**src/rtl/dvw_scan_pkg.sv**
```systemverilog
package dvw_scan_pkg;
    typedef enum logic [2:0] {
        ST_IDLE,
        ST_SETTLE,
        ST_TEST,
        ST_CALC,
        ST_DONE
    } dvw_state_e;
endpackage

```
**src/rtl/dvw_settle_cnt.sv**
```systemverilog
module dvw_settle_cnt #(
    parameter int SETTLE_CYC = 4
) (
    input  logic clk,
    input  logic rst_n,
    input  logic run,
    output logic expired
);
    localparam int CW = (SETTLE_CYC < 2) ? 1 : $clog2(SETTLE_CYC + 1);
    localparam logic [CW-1:0] LAST = CW'(SETTLE_CYC - 1);

    logic [CW-1:0] cnt_q;

    // counter restarts whenever the settle phase is not active
    always_ff @(posedge clk or negedge rst_n) begin
        if (!rst_n)
            cnt_q <= '0;
        else if (!run)
            cnt_q <= '0;
        else if (cnt_q != LAST)
            cnt_q <= cnt_q + 1'b1;
    end

    assign expired = run && (cnt_q == LAST);
endmodule

```
**src/rtl/dvw_run_track.sv**
```systemverilog
module dvw_run_track #(
    parameter int TAP_W = 7
) (
    input  logic             clk,
    input  logic             rst_n,
    input  logic             clr,
    input  logic             rec,
    input  logic             pass,
    input  logic [TAP_W-1:0] tap,
    output logic [TAP_W-1:0] best_start,
    output logic [TAP_W:0]   best_len
);
    localparam logic [TAP_W:0] LEN_ONE = {{TAP_W{1'b0}}, 1'b1};

    logic             in_run_q;
    logic [TAP_W-1:0] cur_start_q;
    logic [TAP_W:0]   cur_len_q;
    logic [TAP_W-1:0] n_start;
    logic [TAP_W:0]   n_len;

    always_comb begin
        n_start = in_run_q ? cur_start_q : tap;
        n_len   = in_run_q ? cur_len_q + LEN_ONE : LEN_ONE;
    end

    // streaming longest-run search: no pass map is stored
    always_ff @(posedge clk or negedge rst_n) begin
        if (!rst_n) begin
            in_run_q    <= 1'b0;
            cur_start_q <= '0;
            cur_len_q   <= '0;
            best_start  <= '0;
            best_len    <= '0;
        end else if (clr) begin
            in_run_q    <= 1'b0;
            cur_start_q <= '0;
            cur_len_q   <= '0;
            best_start  <= '0;
            best_len    <= '0;
        end else if (rec) begin
            if (pass) begin
                in_run_q    <= 1'b1;
                cur_start_q <= n_start;
                cur_len_q   <= n_len;
                if (n_len > best_len) begin
                    best_start <= n_start;
                    best_len   <= n_len;
                end
            end else begin
                in_run_q  <= 1'b0;
                cur_len_q <= '0;
            end
        end
    end
endmodule

```
**src/rtl/dvw_ofs_calc.sv**
```systemverilog
module dvw_ofs_calc #(
    parameter int TAP_W = 7
) (
    input  logic [TAP_W-1:0] best_start,
    input  logic [TAP_W:0]   best_len,
    input  logic [TAP_W-1:0] qc,
    output logic             found,
    output logic [TAP_W-1:0] w_start,
    output logic [TAP_W-1:0] w_end,
    output logic [TAP_W-1:0] mag,
    output logic             dir
);
    localparam logic [TAP_W-1:0] T_ONE = {{(TAP_W-1){1'b0}}, 1'b1};

    logic [TAP_W-1:0] span;
    logic [TAP_W-1:0] centre;

    always_comb begin
        found   = (best_len != '0);
        w_start = found ? best_start : '0;
        w_end   = found ? best_start + best_len[TAP_W-1:0] - T_ONE : '0;
        span    = w_end - w_start;
        centre  = w_start + (span >> 1);
        dir     = found && (centre < qc);
        if (!found)
            mag = '0;
        else if (dir)
            mag = qc - centre;
        else
            mag = centre - qc;
    end
endmodule

```
**src/rtl/dvw_scan_seq.sv**
```systemverilog
module dvw_scan_seq
    import dvw_scan_pkg::*;
#(
    parameter int TAP_W      = 7,
    parameter int SETTLE_CYC = 4
) (
    input  logic             clk,
    input  logic             rst_n,
    input  logic             start_i,
    input  logic [TAP_W-1:0] qc_i,
    input  logic             test_done_i,
    input  logic             test_pass_i,
    output logic             ovr_en_o,
    output logic [TAP_W-1:0] ovr_tap_o,
    output logic             test_req_o,
    output logic [TAP_W-1:0] ofs_o,
    output logic             ofs_dir_o,
    output logic [TAP_W-1:0] win_start_o,
    output logic [TAP_W-1:0] win_end_o,
    output logic             done_o,
    output logic             err_o
);
    localparam logic [TAP_W-1:0] TAP_LAST = '1;

    dvw_state_e       state_q, state_d;
    logic [TAP_W-1:0] tap_q;
    logic [TAP_W-1:0] qc_q;
    logic             settle_done;
    logic             launch;
    logic             record;
    logic [TAP_W-1:0] best_start;
    logic [TAP_W:0]   best_len;
    logic             found;
    logic [TAP_W-1:0] c_start, c_end, c_mag;
    logic             c_dir;

    assign launch = start_i && ((state_q == ST_IDLE) || (state_q == ST_DONE));
    assign record = (state_q == ST_TEST) && test_done_i;

    dvw_settle_cnt #(.SETTLE_CYC(SETTLE_CYC)) settle_i (
        .clk     (clk),
        .rst_n   (rst_n),
        .run     (state_q == ST_SETTLE),
        .expired (settle_done)
    );

    dvw_run_track #(.TAP_W(TAP_W)) track_i (
        .clk        (clk),
        .rst_n      (rst_n),
        .clr        (launch),
        .rec        (record),
        .pass       (test_pass_i),
        .tap        (tap_q),
        .best_start (best_start),
        .best_len   (best_len)
    );

    dvw_ofs_calc #(.TAP_W(TAP_W)) calc_i (
        .best_start (best_start),
        .best_len   (best_len),
        .qc         (qc_q),
        .found      (found),
        .w_start    (c_start),
        .w_end      (c_end),
        .mag        (c_mag),
        .dir        (c_dir)
    );

    // state register
    always_ff @(posedge clk or negedge rst_n) begin
        if (!rst_n)
            state_q <= ST_IDLE;
        else
            state_q <= state_d;
    end

    // next-state logic
    always_comb begin
        state_d = state_q;
        unique case (state_q)
            ST_IDLE:   if (start_i) state_d = ST_SETTLE;
            ST_SETTLE: if (settle_done) state_d = ST_TEST;
            ST_TEST:   if (test_done_i)
                           state_d = (tap_q == TAP_LAST) ? ST_CALC : ST_SETTLE;
            ST_CALC:   state_d = ST_DONE;
            ST_DONE:   if (start_i) state_d = ST_SETTLE;
            default:   state_d = ST_IDLE;
        endcase
    end

    // state-decoded outputs
    always_comb begin
        ovr_en_o   = 1'b0;
        test_req_o = 1'b0;
        done_o     = 1'b0;
        unique case (state_q)
            ST_IDLE:   ;
            ST_SETTLE: ovr_en_o = 1'b1;
            ST_TEST:   begin ovr_en_o = 1'b1; test_req_o = 1'b1; end
            ST_CALC:   ;
            ST_DONE:   done_o = 1'b1;
            default:   ;
        endcase
    end

    assign ovr_tap_o = tap_q;

    // scan position, captured quarter-cycle and latched result
    always_ff @(posedge clk or negedge rst_n) begin
        if (!rst_n) begin
            tap_q       <= '0;
            qc_q        <= '0;
            ofs_o       <= '0;
            ofs_dir_o   <= 1'b0;
            win_start_o <= '0;
            win_end_o   <= '0;
            err_o       <= 1'b0;
        end else if (launch) begin
            tap_q       <= '0;
            qc_q        <= qc_i;
            ofs_o       <= '0;
            ofs_dir_o   <= 1'b0;
            win_start_o <= '0;
            win_end_o   <= '0;
            err_o       <= 1'b0;
        end else if (record && (tap_q != TAP_LAST)) begin
            tap_q <= tap_q + 1'b1;
        end else if (state_q == ST_CALC) begin
            ofs_o       <= c_mag;
            ofs_dir_o   <= c_dir;
            win_start_o <= c_start;
            win_end_o   <= c_end;
            err_o       <= !found;
        end
    end
endmodule

```
**config.mk**
```make
export PLATFORM = sky130hd
export DESIGN_NAME = dvw_scan_seq
export DESIGN_NICKNAME = d
export VERILOG_FILES = /design/src/rtl/dvw_scan_pkg.sv /design/src/rtl/dvw_settle_cnt.sv /design/src/rtl/dvw_run_track.sv /design/src/rtl/dvw_ofs_calc.sv /design/src/rtl/dvw_scan_seq.sv
export SDC_FILE = /design/constraint.sdc
export NUM_CORES = 1
export LEC_CHECK = 0
export BUFFER_PORTS_ARGS = -buffer_cell sky130_fd_sc_hd__buf_2
export CAP_MARGIN = 20
export CORE_ASPECT_RATIO = 1.1
export CORE_UTILIZATION = 40
export DETAILED_ROUTE_END_ITERATION = 8
export PLACE_DENSITY_LB_ADDON = 0.15
export SYNTH_ARGS = -nofsm -noshare
export SYNTH_HDL_FRONTEND = slang
export SYNTH_HIERARCHICAL = 1
export SYNTH_SLANG_ARGS = --single-unit
```
**constraint.sdc**
```tcl
create_clock -name clk -period 6.99 [get_ports clk]
set_input_delay 0 -clock clk [delete_from_list [all_inputs] [get_ports clk]]
set_output_delay 0 -clock clk [all_outputs]
set_load 0.005 [all_outputs]
```
==> results.txt <==
Leading area contributor after synthesis = dfrtp_1
Fin Clk Skew = 0.00607 ns
Max cap viols = 0
Endpoint arrival time on the critical path = 5.79 ns
Die X-Extent = 109 um
Share of the clock period used by the worst path after layout = 79.5%
Area of the placeable core = 12100 um2
Root cell of the clock tree = clkbuf_16
Sequential fraction of the synthesis area = 36.9%
Final-layout worst hold slack = 0.00664 ns
Top-Level Pins = 45
Number of enable flip-flop cells after synthesis = 0
Post-CTS Setup Repair Bufs = 0
Antenna Violating Nets Remaining = 0
Worst reg-to-reg setup slack = 1.43 ns
CP Launch Type = flop
Startpoint of the lowest-slack hold path = test_done_i
Commonest non-fill, non-tap cells in the layout = dfrtp_1 (74), inv_1 (63), ha_1 (47), buf_2 (43), nand2_1 (41)
Maximum clock path buffer count = 2
HPWL reported at the end of detailed placement = 7.87 mm
Number of distinct standard cells referenced by the synthesized netlist = 66
Share of final-layout standard cells stronger than drive strength 1 = 14.7%
Area fraction of the dominant cell type after synthesis = 36.9%
Instance area after placement = 5340 um2
Crit end category = flop
Primary flip-flop cell chosen by synthesis mapping = dfrtp_1
Post-detailed-routing wire length = 11.1 mm
Antenna violations before repair = 0
Final routed DRC violation total = 0
Total setup violations reported at the end of the flow = 0
Die Span Y = 120 um
CTS tree = built
Maximum number of pins on one net before global-route repair = 75
Cell leakage power = 2.73 nW
Final cell area excluding filler cells = 5710 um2
Hold-critical path depth = 3
R2R Path End = ofs_o[6]$_DFFE_PN0P_
Routability-driven placement congestion ratio = 0.796
Clock input transition at the sequential cells of the worst setup and hold paths = 0.06 ns
Sinks on Clock Net = 74
Flops & latches, synth = 74
Per-cell routed wire length = 15.1 um
Area enclosed by the die boundary = 13000 um2
Normalized max-slew margin = 29.7%
Initial core utilization = 41.4%
VDD IR max = 0.214 mV
Final total negative setup slack = 0 ns
Mean number of vias per cell = 5.33
Number of instances in the synthesized netlist = 535
Number of H-tree levels = 3
Leftover overflow at the end of global routing = 0
Worst EP required = 7.22 ns
Highest net fanout along the worst path = 9
Relative area change from synthesis to final layout = 13.6%
Final net count = 644
Routed via count = 3940
Final min period = 5.56 ns
Number of clock buffers inserted by TritonCTS = 9
Synth Net Count = 599
Placed insts = 714
Count of buffers inserted at the top-level ports = 44
Unrepaired setup endpoints after global routing = false
Status = finished, final reports clean
Diodes inserted = 0
Global-route wire length before repair = 19.0 mm
Synth warnings = 6
Ratio of total power to cell area = 306 nW/um2
Post-layout power = 0.00174 W
Startpoint of the worst register-to-register path = track_i/best_len[1]$_DFFE_PN0P_
Finished Layout Cells = 739
Number of hold violations in the final report = 0
Vias in the first global route = 3924
Kind of critical path = reg2reg
Worst-margin pin slew = 1.05 ns
Ranking of synthesized cells by area = dfrtp_1 (37%), ha_1 (12%), inv_1 (4.7%), a22o_1 (4.2%), xnor2_1 (3.1%)
Hold Crit Class = in2reg
Insertion delay to the later sink of the worst-skew pair = 0.34 ns
Placement row count = 42
Sink of the worst hold path = state_q[1]$_DFFE_PN0P_
Global-route usage over all layers = 18.7%
Router iterations before antenna repair = 4
Highest achievable clock rate = 180 MHz
DR iter-0 viols = 162
Register-to-Register Path Depth = 24
Average footprint of a synthesized cell = 9.39 um2
Final Max Tran Viols = 0
Async set-or-reset flop fraction in the synthesized netlist = 100%
Post-Syn Area = 5020 um2
Most common cell after layout, fill and taps aside = dfrtp_1
[sequential cells by signal, summed over array words and instances, names as in the netlist]
| register | count |
|---|---|
| track_i/best_len | 8 |
| track_i/cur_len_q | 8 |
| ofs_o | 7 |
| ovr_tap_o | 7 |
| qc_q | 7 |
| track_i/best_start | 7 |
| track_i/cur_start_q | 7 |
| win_end_o | 7 |
| win_start_o | 7 |
| settle_i/cnt_q | 3 |
| state_q | 3 |
| err_o | 1 |
| ofs_dir_o | 1 |
| track_i/in_run_q | 1 |
[critical path: stages (launching register included)]
cell,delay [ns]
dfrtp_1,0.40
inv_1,0.06
ha_1,0.26
inv_1,0.04
ha_1,0.21
fa_1,0.42
and2_1,0.16
ha_1,0.33
and2_1,0.17
a31oi_1,0.17
nor2b_1,0.19
xnor2_1,0.13
ha_1,0.29
a21oi_1,0.14
o21bai_1,0.11
a21o_1,0.19
a21oi_1,0.17
xnor2_1,0.14
ha_1,0.29
a21o_1,0.23
nor4_4,0.55
mux2i_1,0.16
a221oi_1,0.31
mux2i_1,0.12
a22o_1,0.21
[power breakdown]
| part | switching [W] | internal, W | leakage, nW |
|---|---|---|---|
| clock | 0.000197 | 0.000243 | 0.134 |
| combinational | 0.000429 | 0.000336 | 1.58 |
| sequential | 0.0000565 | 0.000482 | 1.01 |
| total | 0.000683 | 0.00106 | 2.73 |
[layer usage]
metal | track usage, % | wire (um) | vias to the layer above
li1 | - | - | 1953
met1 | 25.3 | 5280 | 1908
met2 | 30.3 | 5300 | 67
met3 | 2.28 | 371 | 12
met4 | 7.35 | 191 | 0
met5 | 0 | 0 | -
[stage by stage]
stage               util (%)  setup WS (ns)
floorplan                  -           1.85
global placement        44.0           1.51
detailed placement      44.0           1.40
CTS                     47.0           1.38
global route            47.0          0.836
finish                  47.0           1.43
[layout make-up]
| class | instances | area (um2) |
|---|---|---|
| fill | 1162 | 6430 |
| multi-input combinational | 377 | 2820 |
| sequential | 74 | 1850 |
| timing repair buffer | 54 | 320 |
| inverter | 64 | 240 |
| clock buffer | 9 | 225 |
| tap | 154 | 193 |
| clock inverter | 7 | 53.8 |
[worst max-delay path by stage]
stage,startpoint,endpoint,slack (ns)
after global routing,track_i/best_len[1]$_DFFE_PN0P_,ofs_o[6]$_DFFE_PN0P_,0.84
after floorplan,track_i/best_len[1]$_DFFE_PN0P_,ofs_o[6]$_DFFE_PN0P_,1.85
after global placement,track_i/best_len[1]$_DFFE_PN0P_,ofs_o[6]$_DFFE_PN0P_,1.51
after CTS,track_i/best_len[1]$_DFFE_PN0P_,ofs_o[6]$_DFFE_PN0P_,1.38
after detailed placement,track_i/best_len[1]$_DFFE_PN0P_,ofs_o[6]$_DFFE_PN0P_,1.40
final,track_i/best_len[1]$_DFFE_PN0P_,ofs_o[6]$_DFFE_PN0P_,1.43
[cell families (layout without fill, tap and decap cells)]
logic type / count (synthesis) / after routing / synth area share, %
and+or+nand+nor: 156 / 156 / 16.3
AOI/OAI and AO/OA: 130 / 130 / 19.0
buffers and inverters: 84 / 134 / 6.95
DFF: 74 / 74 / 36.9
adders and majority gates: 52 / 52 / 13.7
xor gates and xnor gates: 24 / 24 / 4.19
muxes: 15 / 15 / 3.01
[synthesized netlist by cell type (4+ instances only)]
cell      instances
a22oi_1           5
clkbuf_1         10
xor2_1            6
nand2_1          41
ha_1             47
xnor2_1          18
a21oi_1          26
inv_1            63
nor2_1           38
nand2b_1          6
a21o_1            7
nand3_1          17
a22o_1           24
o31ai_1           4
a211oi_1         13
nor2b_1           7
buf_2             6
fa_1              5
o21a_1            4
nor3_1            9
and2_1           12
dfrtp_1          74
mux2i_1          14
o21ai_0          16
[timing repair]
item	CTS	global route
endpoints found under the hold margin	82	0
hold buffers	9	0
resized for setup	0	0
No activity file was read; power rests on OpenSTA's default activity.
